===== src/rtl/cond_pkg.sv =====
package cond_pkg;

    typedef enum logic [1:0] {
        CLS_LOGIC = 2'd0,
        CLS_UNIT  = 2'd1,
        CLS_SHIFT = 2'd2,
        CLS_RSVD  = 2'd3
    } cond_class_e;

    // Mask with the top bit of every LANE-bit lane set.
    function automatic logic [31:0] lane_top_mask(input int lane);
        logic [31:0] m;
        m = '0;
        for (int i = 0; i < 32; i++) begin
            if ((i % lane) == lane - 1) m[i] = 1'b1;
        end
        return m;
    endfunction

endpackage


===== src/rtl/cond_logic_tbl.sv =====
module cond_logic_tbl #(
    parameter int W = 32
) (
    input  logic [W-1:0] result,
    input  logic [2:0]   code,
    output logic         hit
);
    logic is_zero;
    logic is_neg;

    assign is_zero = (result == '0);
    assign is_neg  = result[W-1];

    always_comb begin
        unique case (code)
            3'd1:    hit = is_zero;
            3'd2:    hit = is_neg;
            3'd3:    hit = is_neg | is_zero;
            3'd7:    hit = result[0];
            default: hit = 1'b0;   // never, and the undefined entries 4..6
        endcase
    end
endmodule


===== src/rtl/cond_unit_tbl.sv =====
module cond_unit_tbl #(
    parameter int W = 32
) (
    input  logic [W-1:0] result,
    input  logic [W-1:0] carry,
    input  logic [2:0]   code,
    output logic         hit
);
    localparam int NBYTE = W / 8;
    localparam int NHALF = W / 16;
    localparam int NDIG  = W / 4;

    logic [NBYTE-1:0] byte_zero;
    logic [NHALF-1:0] half_zero;
    logic [NDIG-1:0]  dig_cy;
    logic [NBYTE-1:0] byte_cy;
    logic [NHALF-1:0] half_cy;

    genvar g;
    generate
        for (g = 0; g < NBYTE; g++) begin : g_byte
            assign byte_zero[g] = (result[8*g +: 8] == 8'd0);
            assign byte_cy[g]   = carry[8*g + 7];
        end
        for (g = 0; g < NHALF; g++) begin : g_half
            assign half_zero[g] = (result[16*g +: 16] == 16'd0);
            assign half_cy[g]   = carry[16*g + 15];
        end
        for (g = 0; g < NDIG; g++) begin : g_dig
            assign dig_cy[g] = carry[4*g + 3];
        end
    endgenerate

    always_comb begin
        unique case (code)
            3'd2:    hit = |byte_zero;
            3'd3:    hit = |half_zero;
            3'd4:    hit = |dig_cy;
            3'd6:    hit = |byte_cy;
            3'd7:    hit = |half_cy;
            default: hit = 1'b0;   // never, and the undefined entries 1 and 5
        endcase
    end
endmodule


===== src/rtl/cond_shift_tbl.sv =====
module cond_shift_tbl #(
    parameter int W = 32
) (
    input  logic [W-1:0] result,
    input  logic [2:0]   code,
    output logic         hit
);
    logic nz;

    assign nz = |result;

    always_comb begin
        unique case (code)
            3'd0: hit = 1'b0;
            3'd1: hit = ~nz;
            3'd2: hit = result[W-1];
            3'd3: hit = result[0];
            3'd4: hit = 1'b1;
            3'd5: hit = nz;
            3'd6: hit = ~result[W-1];
            3'd7: hit = ~result[0];
            default: hit = 1'b0;
        endcase
    end
endmodule


===== src/rtl/cond_eval.sv =====
module cond_eval #(
    parameter int W    = 32,
    parameter bit PIPE = 1'b1
) (
    input  logic         clk,
    input  logic         rst,
    input  logic         in_valid,
    input  logic [1:0]   op_class,
    input  logic [2:0]   cond_code,
    input  logic         negate,
    input  logic [W-1:0] result,
    input  logic [W-1:0] carry,
    output logic         cond_true,
    output logic         out_valid
);
    import cond_pkg::*;

    cond_class_e cls;
    logic        hit_log;
    logic        hit_unit;
    logic        hit_shift;
    logic        table_hit;
    logic        verdict;

    assign cls = cond_class_e'(op_class);

    cond_logic_tbl #(.W(W)) u_log (
        .result (result),
        .code   (cond_code),
        .hit    (hit_log)
    );

    cond_unit_tbl #(.W(W)) u_unit (
        .result (result),
        .carry  (carry),
        .code   (cond_code),
        .hit    (hit_unit)
    );

    cond_shift_tbl #(.W(W)) u_shift (
        .result (result),
        .code   (cond_code),
        .hit    (hit_shift)
    );

    always_comb begin
        unique case (cls)
            CLS_LOGIC: table_hit = hit_log;
            CLS_UNIT:  table_hit = hit_unit;
            CLS_SHIFT: table_hit = hit_shift;
            default:   table_hit = 1'b0;
        endcase
    end

    assign verdict = table_hit ^ negate;

    generate
        if (PIPE) begin : g_reg
            logic q_true;
            logic q_valid;
            always_ff @(posedge clk) begin
                if (rst) begin
                    q_true  <= 1'b0;
                    q_valid <= 1'b0;
                end else begin
                    q_valid <= in_valid;
                    if (in_valid) q_true <= verdict;
                end
            end
            assign cond_true = q_true;
            assign out_valid = q_valid;
        end else begin : g_comb
            assign cond_true = verdict;
            assign out_valid = in_valid;
        end
    endgenerate
endmodule


===== config.mk =====
export PLATFORM = sky130hd
export DESIGN_NAME = cond_eval
export DESIGN_NICKNAME = d
export VERILOG_FILES = /design/src/rtl/cond_pkg.sv /design/src/rtl/cond_logic_tbl.sv /design/src/rtl/cond_unit_tbl.sv /design/src/rtl/cond_shift_tbl.sv /design/src/rtl/cond_eval.sv
export SDC_FILE = /design/constraint.sdc
export NUM_CORES = 1
export LEC_CHECK = 0
export ABC_AREA = 1
export BUFFER_PORTS_ARGS = -buffer_cell sky130_fd_sc_hd__clkbuf_2
export CELL_PAD_IN_SITES_DETAIL_PLACEMENT = 0
export CELL_PAD_IN_SITES_GLOBAL_PLACEMENT = 1
export CORE_MARGIN = 2
export CORE_UTILIZATION = 12
export CTS_CLUSTER_DIAMETER = 30
export DETAILED_ROUTE_END_ITERATION = 8
export PLACE_DENSITY = 0.85
export REMOVE_ABC_BUFFERS = 1
export SYNTH_ARGS = -nofsm -noshare
export SYNTH_HDL_FRONTEND = slang
export SYNTH_SLANG_ARGS = --single-unit

===== constraint.sdc =====
create_clock -name clk -period 1.07 [get_ports clk]
set_input_delay 0.107 -clock clk [delete_from_list [all_inputs] [get_ports clk]]
set_output_delay 0.107 -clock clk [all_outputs]
set_load 0.02 [all_outputs]

==> run_results.csv, run 1 <==
group,metric,value,unit
run_status,status,"complete, but fails checks",
run_status,violations,"setup timing",
power,power_density,526,nW/um2
critical_path,cp_data_required_time,1.18,ns
timing,rsz0062_at_grt,"true",
final_layout,layout.core_utilization,27.9,%
floorplan,dieArea,4100,um2
critical_path,r2r-start,"cond_true",
floorplan,core,3390,um2
logic_synthesis,synth.area.top_cells,"nor2_1 (27%), nand2_1 (23%), dfxtp_1 (9.2%)",
route,firstDrtPassIters,4,
logic_synthesis,synth_top_family_by_area,"simple AND/OR/NAND/NOR gates",
critical_path,critical_path_class,"in2reg",
timing,fmax,885,MHz
power,p_clk_share,32.0,%
power,p_sw,0.152,mW
final_layout,final_layout_size_suffix_gt1_share,55.0,%
logic_synthesis,syn_inst,92,
logic_synthesis,synth_xor_area_share,0,%
placement,postPlaceCellArea,778,um2
floorplan,die_x,64.1,um
logic_synthesis,yosysTopAreaCellShare,26.9,%
critical_path,critPathLaunch,"result[16]",
route,num_vias,733,
global_routing,grt_max_degree,7,
logic_synthesis,synth_area_leader_cell,"nor2_1",
floorplan,initial_core_util,12.8,%
global_routing,grt_pass1_wl,2490,um
logic_synthesis,synth_mux_area_share,0,%
timing,period_share,106,%
final_layout,syn2layout_area_growth,119,%
route,drt-wirelength-per-cell,7.56,um
power,power.share.switching,30.4,%
global_routing,grt_pass1_vias,698,
timing,slew_headroom,83.0,%
global_routing,use_met1,8.07,%
route,drtIter0Drc,19,
timing,fin_crit,1.13,ns
floorplan,pin_count,75,
global_routing,antenna_found_initial,0,
route,ant_nets,0,
critical_path,crit_arrival,1.24,ns
logic_synthesis,synthAdderAreaFrac,0,%
clock_network,cts.clk_slew.worst_paths,0.03,ns
clock_network,numCtsBuffers,3,
final_layout,stdcell_area,947,um2
clock_network,cts_tree,"yes",
global_routing,grt.busiest_layer,"met2",
timing,tightestPinTransition,0.253,ns
logic_synthesis,syn_area_per_cell,4.71,um2
critical_path,start_kind,"input pin",
global_routing,grt_overflow,0,
route,drc,0,
placement,hpwl,1230,um
final_layout,multi_input_area,453,um2
timing,finalMaxSlewViolations,0,
route,vias_per_cell,3.72,
power,leakagePower,0.485,nW
power,seq_power_share,16.6,%
placement,place_congestion,0.795,
global_routing,grt_use_met2,14.2,%
power,p_comb_share,51.5,%
logic_synthesis,yosys.area_share.simple,74.6,%
timing,hold_violations,0,
critical_path,end_kind,"flip-flop",
flow_run,maxCapViolations,0,
final_layout,insertedDiodeCount,0,
timing,holdWs,0.0583,ns
clock_network,clk_latency,0.22,ns
logic_synthesis,synth-seq-cells,2,
power,vdd_ir_drop_max,0.198,mV
critical_path,crit_path_max_fanout,3,
logic_synthesis,synth_warnings,0,
worst_hold_path,hp-class,"in2reg",
logic_synthesis,synth_compound_area_share,10.1,%
logic_synthesis,syn_area,433,um2
logic_synthesis,synthDistinctLibCells,16,
floorplan,num_rows,21,
power,p_int,0.346,mW
placement,io_buffers,50,
clock_network,cts_sinks,2,
clock_network,ctsHoldBuffers,0,
power,power,0.498,mW
timing,finalSetupViolations,1,
final_layout,fillCellCount,401,
final_layout,ff_latch_area,40.0,um2
global_routing,grt_use_met3,1.41,%
placement,pre_cts_slack,-0.356,ns
floorplan,die_y,64.1,um
clock_network,htreeDepth,1,
timing,finClkSkew,0,ns
clock_network,cts_buffer_depth,2,
global_routing,track_usage,7.54,%
worst_hold_path,hold_start,"rst",
logic_synthesis,ys_seq_area_share,9.25,%
final_layout,final_nets,226,
clock_network,cts_root_buffer,"clkbuf_4",
route,drt_wl_total,1490,um
timing,setup_slack,-0.0600,ns
## cells by family after synthesis
logic type,after synthesis
buffers and inverters,7
AOI/OAI and AO/OA,7
DFF,2
and+or+nand+nor,76
## critical path: stages
cell      delay [ns]
buf_6           0.09
nor2_4          0.09
nand2_2         0.06
nor2_2          0.13
nand2_2         0.10
o21ai_2         0.14
nand2_1         0.07
o21bai_2        0.15
nand3_1         0.09
nand2_1         0.06
nand3_1         0.05
nand2_1         0.06
inv_1           0.03
## cell type report
cell class	instances	share of cell area, %
multi-input combinational	83	47.8
timing repair buffer	56	36.7
tap	46	6.08
sequential	2	4.23
inverter	7	2.77
clock buffer	3	2.38
## registers in the layout (all words and copies together) (netlist names)
| signal | count |
|---|---|
| cond_true | 1 |
| out_valid | 1 |
## synth_stat cells
| library cell | instances |
|---|---|
| a21boi_0 | 1 |
| a21oi_1 | 2 |
| dfxtp_1 | 2 |
| inv_1 | 6 |
| inv_2 | 1 |
| nand2_1 | 26 |
| nand2_2 | 2 |
| nand3_1 | 7 |
| nand4_1 | 2 |
| nor2_1 | 31 |
| nor2_2 | 6 |
| nor3_1 | 1 |
| o21ai_0 | 1 |
| o21ai_1 | 2 |
| o21bai_2 | 1 |
| or2_0 | 1 |
## layout by cell type, fill, tap and decap left out
cell / count
clkbuf_2: 42
nand2_1: 24
nor2_1: 20
nor2_4: 10
nor2_2: 7
nand3_1: 7
buf_6: 7
inv_1: 6
buf_4: 6
nand2_2: 4
clkbuf_4: 3
o21ai_1: 2
nand4_1: 2
a21oi_1: 2
dfxtp_1: 2
inv_2: 1
nor3_1: 1
a21boi_0: 1
o21ai_2: 1
o21bai_2: 1
or2_0: 1
clkbuf_8: 1
## final timing paths
| path | end | slack, ns | depth (start not counted) |
|---|---|---|---|
| max | cond_true | -0.06 | 13 |
| min | out_valid | 0.06 | 2 |
| max reg2reg | cond_true | 0.44 | 4 |
| min reg2reg | cond_true | 0.57 | 4 |
## repair_timing
| action | CTS | global route |
|---|---|---|
| gates resized for setup | 3 | 30 |
| pin swaps | 10 | 27 |
| cloned | 0 | 0 |
| setup buffers | 1 | 0 |
| setup endpoints to repair | 1 | 1 |
## metal layers
layer / share of wire (%) / vias to the layer above / wire [um]
met5: 0 / - / 0
met4: 1.1 / 0 / 17
met3: 8.0 / 2 / 119
met2: 50 / 29 / 745
met1: 41 / 292 / 607
li1: - / 410 / -
## per-stage QoR
step	setup TNS (ns)	cells
after global routing	-0.173	197
after detailed placement	-0.356	193
after floorplan	-0.0829	92
final	-0.0600	197
after CTS	-0.0471	197
after global placement	-0.319	193
## power by group through the flow
stage               Combinational (mW)  Clock (mW)  Sequential, mW
global route                     0.286       0.185          0.0828
global placement                 0.201           0          0.0833
detailed placement               0.202           0          0.0834
floorplan                       0.0722           0          0.0894
finish                           0.256       0.159          0.0824
CTS                              0.210       0.171          0.0824
No activity file was read; power rests on OpenSTA's default activity.
==> run 2, diff against run 1 <==
--- a/config.mk
+++ b/config.mk
@@ -10,11 +10,12 @@
 export CELL_PAD_IN_SITES_DETAIL_PLACEMENT = 0
 export CELL_PAD_IN_SITES_GLOBAL_PLACEMENT = 1
 export CORE_MARGIN = 2
-export CORE_UTILIZATION = 12
+export CORE_UTILIZATION = 16
 export CTS_CLUSTER_DIAMETER = 30
 export DETAILED_ROUTE_END_ITERATION = 8
 export PLACE_DENSITY = 0.85
 export REMOVE_ABC_BUFFERS = 1
 export SYNTH_ARGS = -nofsm -noshare
 export SYNTH_HDL_FRONTEND = slang
+export SYNTH_HIERARCHICAL = 1
 export SYNTH_SLANG_ARGS = --single-unit
==> run_results.csv, run 2 <==
group,metric,value,unit
clock_network,cts_buffer_depth,2,
final_layout,mostFrequentLayoutCells,"nor2_1 (60), nand2_1 (47), clkbuf_2 (42)",
placement,hpwl,1920,um
final_layout,final_nets,293,
logic_synthesis,syn_area,679,um2
timing,hold_violations,0,
global_routing,grt_pass1_wl,3590,um
critical_path,critical_path_class,"in2reg",
timing,tns,-0.0312,ns
clock_network,htreeDepth,1,
route,drtIter0Drc,34,
logic_synthesis,synthDistinctLibCells,15,
run_status,violations,"setup timing",
worst_hold_path,hp-class,"in2reg",
floorplan,initial_core_util,16.7,%
critical_path,cp-endpoint,"cond_true",
global_routing,grt_pass1_vias,938,
clock_network,clk_latency,0.21,ns
route,drt_wl_total,2220,um
critical_path,rrSetupSlack,0.44,ns
logic_synthesis,synth_warnings,6,
global_routing,grt_max_degree,7,
critical_path,cp_data_required_time,1.17,ns
clock_network,ctsHoldBuffers,0,
logic_synthesis,synthTopCellsByCount,"nor2_1 (69), nand2_1 (47), inv_1 (13)",
timing,setup_slack,-0.0312,ns
timing,fmax,908,MHz
clock_network,cts_sinks,2,
critical_path,r2r-start,"cond_true",
floorplan,die_y,69.2,um
timing,slew_headroom,86.5,%
clock_network,cts_root_buffer,"clkbuf_8",
power,power_density,596,nW/um2
floorplan,dieArea,4780,um2
final_layout,final_layout_size_suffix_gt1_share,34.4,%
critical_path,critPathMaxStageDelay,0.12,ns
logic_synthesis,synth.area.top_cells,"nor2_1 (38%), nand2_1 (26%), nand3_1 (8.8%)",
final_layout,insertedDiodeCount,0,
placement,place_congestion,0.764,
logic_synthesis,ys_seq_area_share,5.89,%
critical_path,critPathLaunch,"result[25]",
power,leakagePower,0.596,nW
critical_path,end_kind,"flip-flop",
power,vdd_ir_drop_max,0.317,mV
critical_path,timing.rr.end,"cond_true",
final_layout,syn2layout_area_growth,72.6,%
route,vias_per_cell,4.00,
global_routing,antenna_found_initial,0,
placement,postPlaceCellArea,1030,um2
critical_path,cp_common_cell,"nand2_1",
timing,rsz0062_at_grt,"true",
logic_synthesis,syn_area_per_cell,4.27,um2
global_routing,grt_overflow,0,
logic_synthesis,yosysMostFrequentCell,"nor2_1",
timing,period_share,103,%
critical_path,reg2regPathDepth,4,
logic_synthesis,ys.flop_type,"dfxtp_1",
placement,io_buffers,50,
route,firstDrtPassIters,4,
critical_path,crit_path_max_fanout,3,
final_layout,final_common_cell,"nor2_1",
logic_synthesis,async_reset_ff_share,0,%
logic_synthesis,synth-seq-cells,2,
floorplan,core,4060,um2
flow_run,maxCapViolations,0,
floorplan,die_x,69.2,um
critical_path,crit_chain,"clkbuf_2 -> nor2_1 -> nand2_1 -> nor2_1 -> nand2_1 -> nor2_2 -> a21oi_1 -> nand2_1 -> inv_1 -> nand2_1 -> nand3_1 -> nand3_1 -> nand3_1 -> nand2_1 -> inv_1",
floorplan,pin_count,75,
critical_path,start_kind,"input pin",
critical_path,critical_path.slowest_cell,"nor2_2",
timing,tightestPinTransition,0.201,ns
power,power,0.699,mW
global_routing,track_usage,8.80,%
final_layout,layout.core_utilization,28.9,%
logic_synthesis,yosysTopAreaCellShare,38.1,%
timing,finalMaxSlewViolations,0,
timing,finClkSkew,0,ns
final_layout,fillCellCount,464,
clock_network,numCtsBuffers,3,
clock_network,cts_tree,"yes",
floorplan,num_rows,23,
logic_synthesis,synth-edff-count,0,
timing,finalSetupViolations,1,
timing,holdWs,0.0754,ns
route,ant_nets,0,
final_layout,stdcell_area,1170,um2
logic_synthesis,syn_inst,159,
run_status,status,"complete, but fails checks",
clock_network,cts.clk_slew.worst_paths,0.03,ns
critical_path,crit_arrival,1.20,ns
timing,fin_crit,1.10,ns
route,num_vias,1072,
route,drc,0,
logic_synthesis,synth_area_leader_cell,"nor2_1",
route,drt-wirelength-per-cell,8.27,um
run 2: cell types whose count changed in the layout (fill, tap and decap cells not counted), moves of 3 or more:
| cell | previous run | this run |
|---|---|---|
| clkbuf_4 | 3 | 0 |
| nand2_1 | 24 | 47 |
| nand3_1 | 7 | 12 |
| clkbuf_8 | 1 | 4 |
| nor2_4 | 10 | 2 |
| nor2_2 | 7 | 10 |
| nand2_2 | 4 | 0 |
| inv_1 | 6 | 13 |
| nor2_1 | 20 | 60 |
run 2: final cells by class:
type                    count  area [um2]  area share (%)
multi-input cells         143         628            53.6
clock buffers               3        41.3            3.52
well taps                  50        62.6            5.34
flip-flops and latches      2        40.0            3.42
inverters                  14        52.6            4.48
repair buffers             56         348            29.7
run 2: worst min-delay path by stage:
| stage | startpoint | to | slack [ns] | depth (start not counted) |
|---|---|---|---|---|
| detailed placement | rst | out_valid | 0.29 | 2 |
| global placement | rst | out_valid | 0.28 | 2 |
| CTS | rst | out_valid | 0.07 | 2 |
| finish | rst | out_valid | 0.08 | 2 |
| floorplan | rst | out_valid | 0.18 | 1 |
| global route | rst | out_valid | 0.08 | 2 |
run 2: what timing repair did:
item,4_1_cts,5_1_grt
setup endpoints to repair,1,1
buffers inserted,1,0
pin swaps,5,28
gates resized for setup,2,28
run 2: cell families (layout without fill, tap and decap cells):
group           Yosys count  after routing  synth area share [%]
buf+inv                  14             73                  7.73
compound gates            5              5                  4.05
flops                     2              2                  5.89
simple gates            138            138                  82.3
run 2: worst max-delay path, delay by kind of cell:
kind,cells,cell delay [ns]
simple gates,11,0.86
buf+inv,3,0.17
compound gates,1,0.07
run 2: where the power goes:
part           internal [mW]  switching (mW)  total [mW]
Clock                  0.237          0.0529       0.290
Sequential            0.0803         0.00186      0.0822
Combinational          0.162           0.164       0.326
run 2: stage by stage:
step	setup WS, ns	instances
floorplan	-0.0322	159
global placement	-0.315	264
detailed placement	-0.314	264
CTS	-0.0678	268
global route	-0.195	268
finish	-0.0312	268
run 2: per-layer routing:
metal | up-vias | GRT usage [%] | wire length, um
li1 | 606 | - | -
met1 | 427 | 11.6 | 1040
met2 | 39 | 14.5 | 952
met3 | 0 | 2.49 | 225
met4 | 0 | 1.31 | 0
met5 | - | 0 | 0
==> run 3, diff against run 2 <==
--- a/config.mk
+++ b/config.mk
@@ -5,15 +5,15 @@
 export SDC_FILE = /design/constraint.sdc
 export NUM_CORES = 1
 export LEC_CHECK = 0
-export ABC_AREA = 1
+export ABC_AREA = 0
 export BUFFER_PORTS_ARGS = -buffer_cell sky130_fd_sc_hd__clkbuf_2
 export CELL_PAD_IN_SITES_DETAIL_PLACEMENT = 0
 export CELL_PAD_IN_SITES_GLOBAL_PLACEMENT = 1
 export CORE_MARGIN = 2
-export CORE_UTILIZATION = 16
+export CORE_UTILIZATION = 15
 export CTS_CLUSTER_DIAMETER = 30
 export DETAILED_ROUTE_END_ITERATION = 8
-export PLACE_DENSITY = 0.85
+export PLACE_DENSITY = 0.86
 export REMOVE_ABC_BUFFERS = 1
 export SYNTH_ARGS = -nofsm -noshare
 export SYNTH_HDL_FRONTEND = slang
==> run_results.csv, run 3 <==
group,metric,value,unit
logic_synthesis,syn_inst,66,
route,drtIter0Drc,11,
logic_synthesis,yosysTopAreaCellShare,22.7,%
critical_path,start_kind,"input pin",
clock_network,clk_latency,0.23,ns
flow_run,maxCapViolations,0,
timing,tns,-0.474,ns
logic_synthesis,syn_area,497,um2
clock_network,cts_root_buffer,"clkbuf_4",
clock_network,htreeDepth,1,
timing,slew_headroom,81.4,%
floorplan,die_y,61.5,um
power,vdd_ir_drop_max,0.195,mV
power,leakagePower,0.462,nW
final_layout,fillCellCount,348,
final_layout,final_nets,214,
global_routing,grt_pass1_vias,888,
floorplan,num_rows,20,
final_layout,final_common_cell,"clkbuf_2",
critical_path,crit_path_max_fanout,2,
logic_synthesis,syn_area_per_cell,7.53,um2
critical_path,end_kind,"flip-flop",
global_routing,grt_pass1_wl,3590,um
timing,hold_violations,0,
final_layout,syn2layout_area_growth,129,%
placement,hpwl,1860,um
clock_network,numCtsBuffers,3,
global_routing,antenna_found_initial,0,
clock_network,cts_tree,"yes",
timing,period_share,144,%
floorplan,dieArea,3790,um2
timing,finalSetupViolations,1,
clock_network,ctsHoldBuffers,0,
power,power_density,522,nW/um2
critical_path,cp_data_required_time,1.18,ns
final_layout,layout.core_utilization,36.6,%
worst_hold_path,hp-class,"in2reg",
logic_synthesis,ys.flop_type,"dfxtp_1",
timing,setup_slack,-0.474,ns
logic_synthesis,yosysMostFrequentCell,"nor4_1",
timing,finalMaxSlewViolations,0,
route,vias_per_cell,4.56,
timing,tightestPinTransition,0.277,ns
floorplan,initial_core_util,16.0,%
placement,io_buffers,50,
final_layout,insertedDiodeCount,0,
route,firstDrtPassIters,4,
logic_synthesis,synth_area_leader_cell,"nor4_1",
timing,holdWs,0.0825,ns
timing,finClkSkew,0,ns
logic_synthesis,async_reset_ff_share,0,%
route,ant_nets,0,
timing,fmax,648,MHz
placement,place_congestion,0.776,
critical_path,critical_path_class,"in2reg",
run_status,status,"complete, but fails checks",
final_layout,mostFrequentLayoutCells,"clkbuf_2 (47), buf_4 (19), nor4_2 (15)",
timing,fin_crit,1.54,ns
logic_synthesis,synthDistinctLibCells,27,
floorplan,die_x,61.5,um
floorplan,pin_count,75,
route,drc,0,
route,drt-wirelength-per-cell,12.4,um
logic_synthesis,synth-edff-count,0,
final_layout,stdcell_area,1140,um2
logic_synthesis,synth_warnings,6,
placement,postPlaceCellArea,952,um2
clock_network,cts_setup_buffers,0,
timing,rsz0062_at_grt,"true",
route,num_vias,834,
logic_synthesis,synth.area.top_cells,"nor4_1 (23%), nor4_2 (13%), dfxtp_1 (8.1%)",
logic_synthesis,synth-seq-cells,2,
placement,pre_cts_slack,-0.809,ns
run_status,violations,"setup timing",
clock_network,cts_sinks,2,
route,drt_wl_total,2270,um
clock_network,cts_buffer_depth,2,
floorplan,core,3100,um2
critical_path,crit_arrival,1.65,ns
global_routing,grt_max_degree,7,
logic_synthesis,synthTopCellsByCount,"nor4_1 (18), nand2_1 (7), nor4_2 (5)",
final_layout,final_layout_size_suffix_gt1_share,70.5,%
logic_synthesis,ys_seq_area_share,8.06,%
global_routing,track_usage,12.4,%
global_routing,grt_overflow,0,
clock_network,cts.clk_slew.worst_paths,0.03,ns
## run 3: final timing paths
path | from | end | slack (ns) | cells after the start
setup / recovery | result[23] | cond_true | -0.47 | 8
hold / removal | rst | out_valid | 0.08 | 2
hold reg to reg | cond_true | cond_true | 0.78 | 3
setup reg to reg | cond_true | cond_true | 0.16 | 3
## run 3: cell type report
class | instances | area [um2] | area share [%]
sequential | 2 | 40.0 | 3.52
tap | 44 | 55.1 | 4.85
inverter | 2 | 7.51 | 0.661
clock buffer | 3 | 22.5 | 1.98
timing repair buffer | 70 | 428 | 37.7
multi-input combinational | 62 | 583 | 51.3
## run 3: power by group
| part | internal [mW] | switching [mW] | leakage (nW) |
|---|---|---|---|
| combinational | 0.175 | 0.162 | 0.432 |
| clock | 0.124 | 0.0499 | 0.0138 |
| sequential | 0.0805 | 0.00182 | 0.0166 |
## run 3: cells by family (layout without fill, tap and decap cells)
logic type                count (synthesis)  count (layout)  synth area share (%)
buffers and inverters                     2              75                  1.51
muxes                                     2               2                  4.28
xor gates and xnor gates                  1               1                  1.76
AOI/OAI and AO/OA                        10              10                  16.9
and+or+nand+nor                          49              49                  67.5
DFF                                       2               2                  8.06
## run 3: what timing repair did
item                                    4_1_cts  5_1_grt
pin swaps                                    14        9
resized for setup                            16       10
endpoints found under the setup margin        1        1
## run 3: critical path, stage by stage
cell	delay [ns]
clkbuf_2	0.10
nor4_2	0.32
nand4_1	0.15
o31ai_2	0.22
xor2_1	0.16
mux2i_1	0.11
o211ai_2	0.14
or3b_1	0.35
## run 3: routing by layer
metal  vias up  track usage, %  part of all wire, %
met2        33            23.5                   53
li1        431               -                    -
met4         0            4.56                 0.88
met5         -               0                    0
met3         2            1.05                  5.7
met1       368            14.3                   40
## run 3: stage by stage
| step | instances | total power [mW] |
|---|---|---|
| after floorplan | 66 | 0.155 |
| after global placement | 180 | 0.361 |
| after detailed placement | 180 | 0.366 |
| after CTS | 183 | 0.585 |
| after global routing | 183 | 0.642 |
| final | 183 | 0.593 |
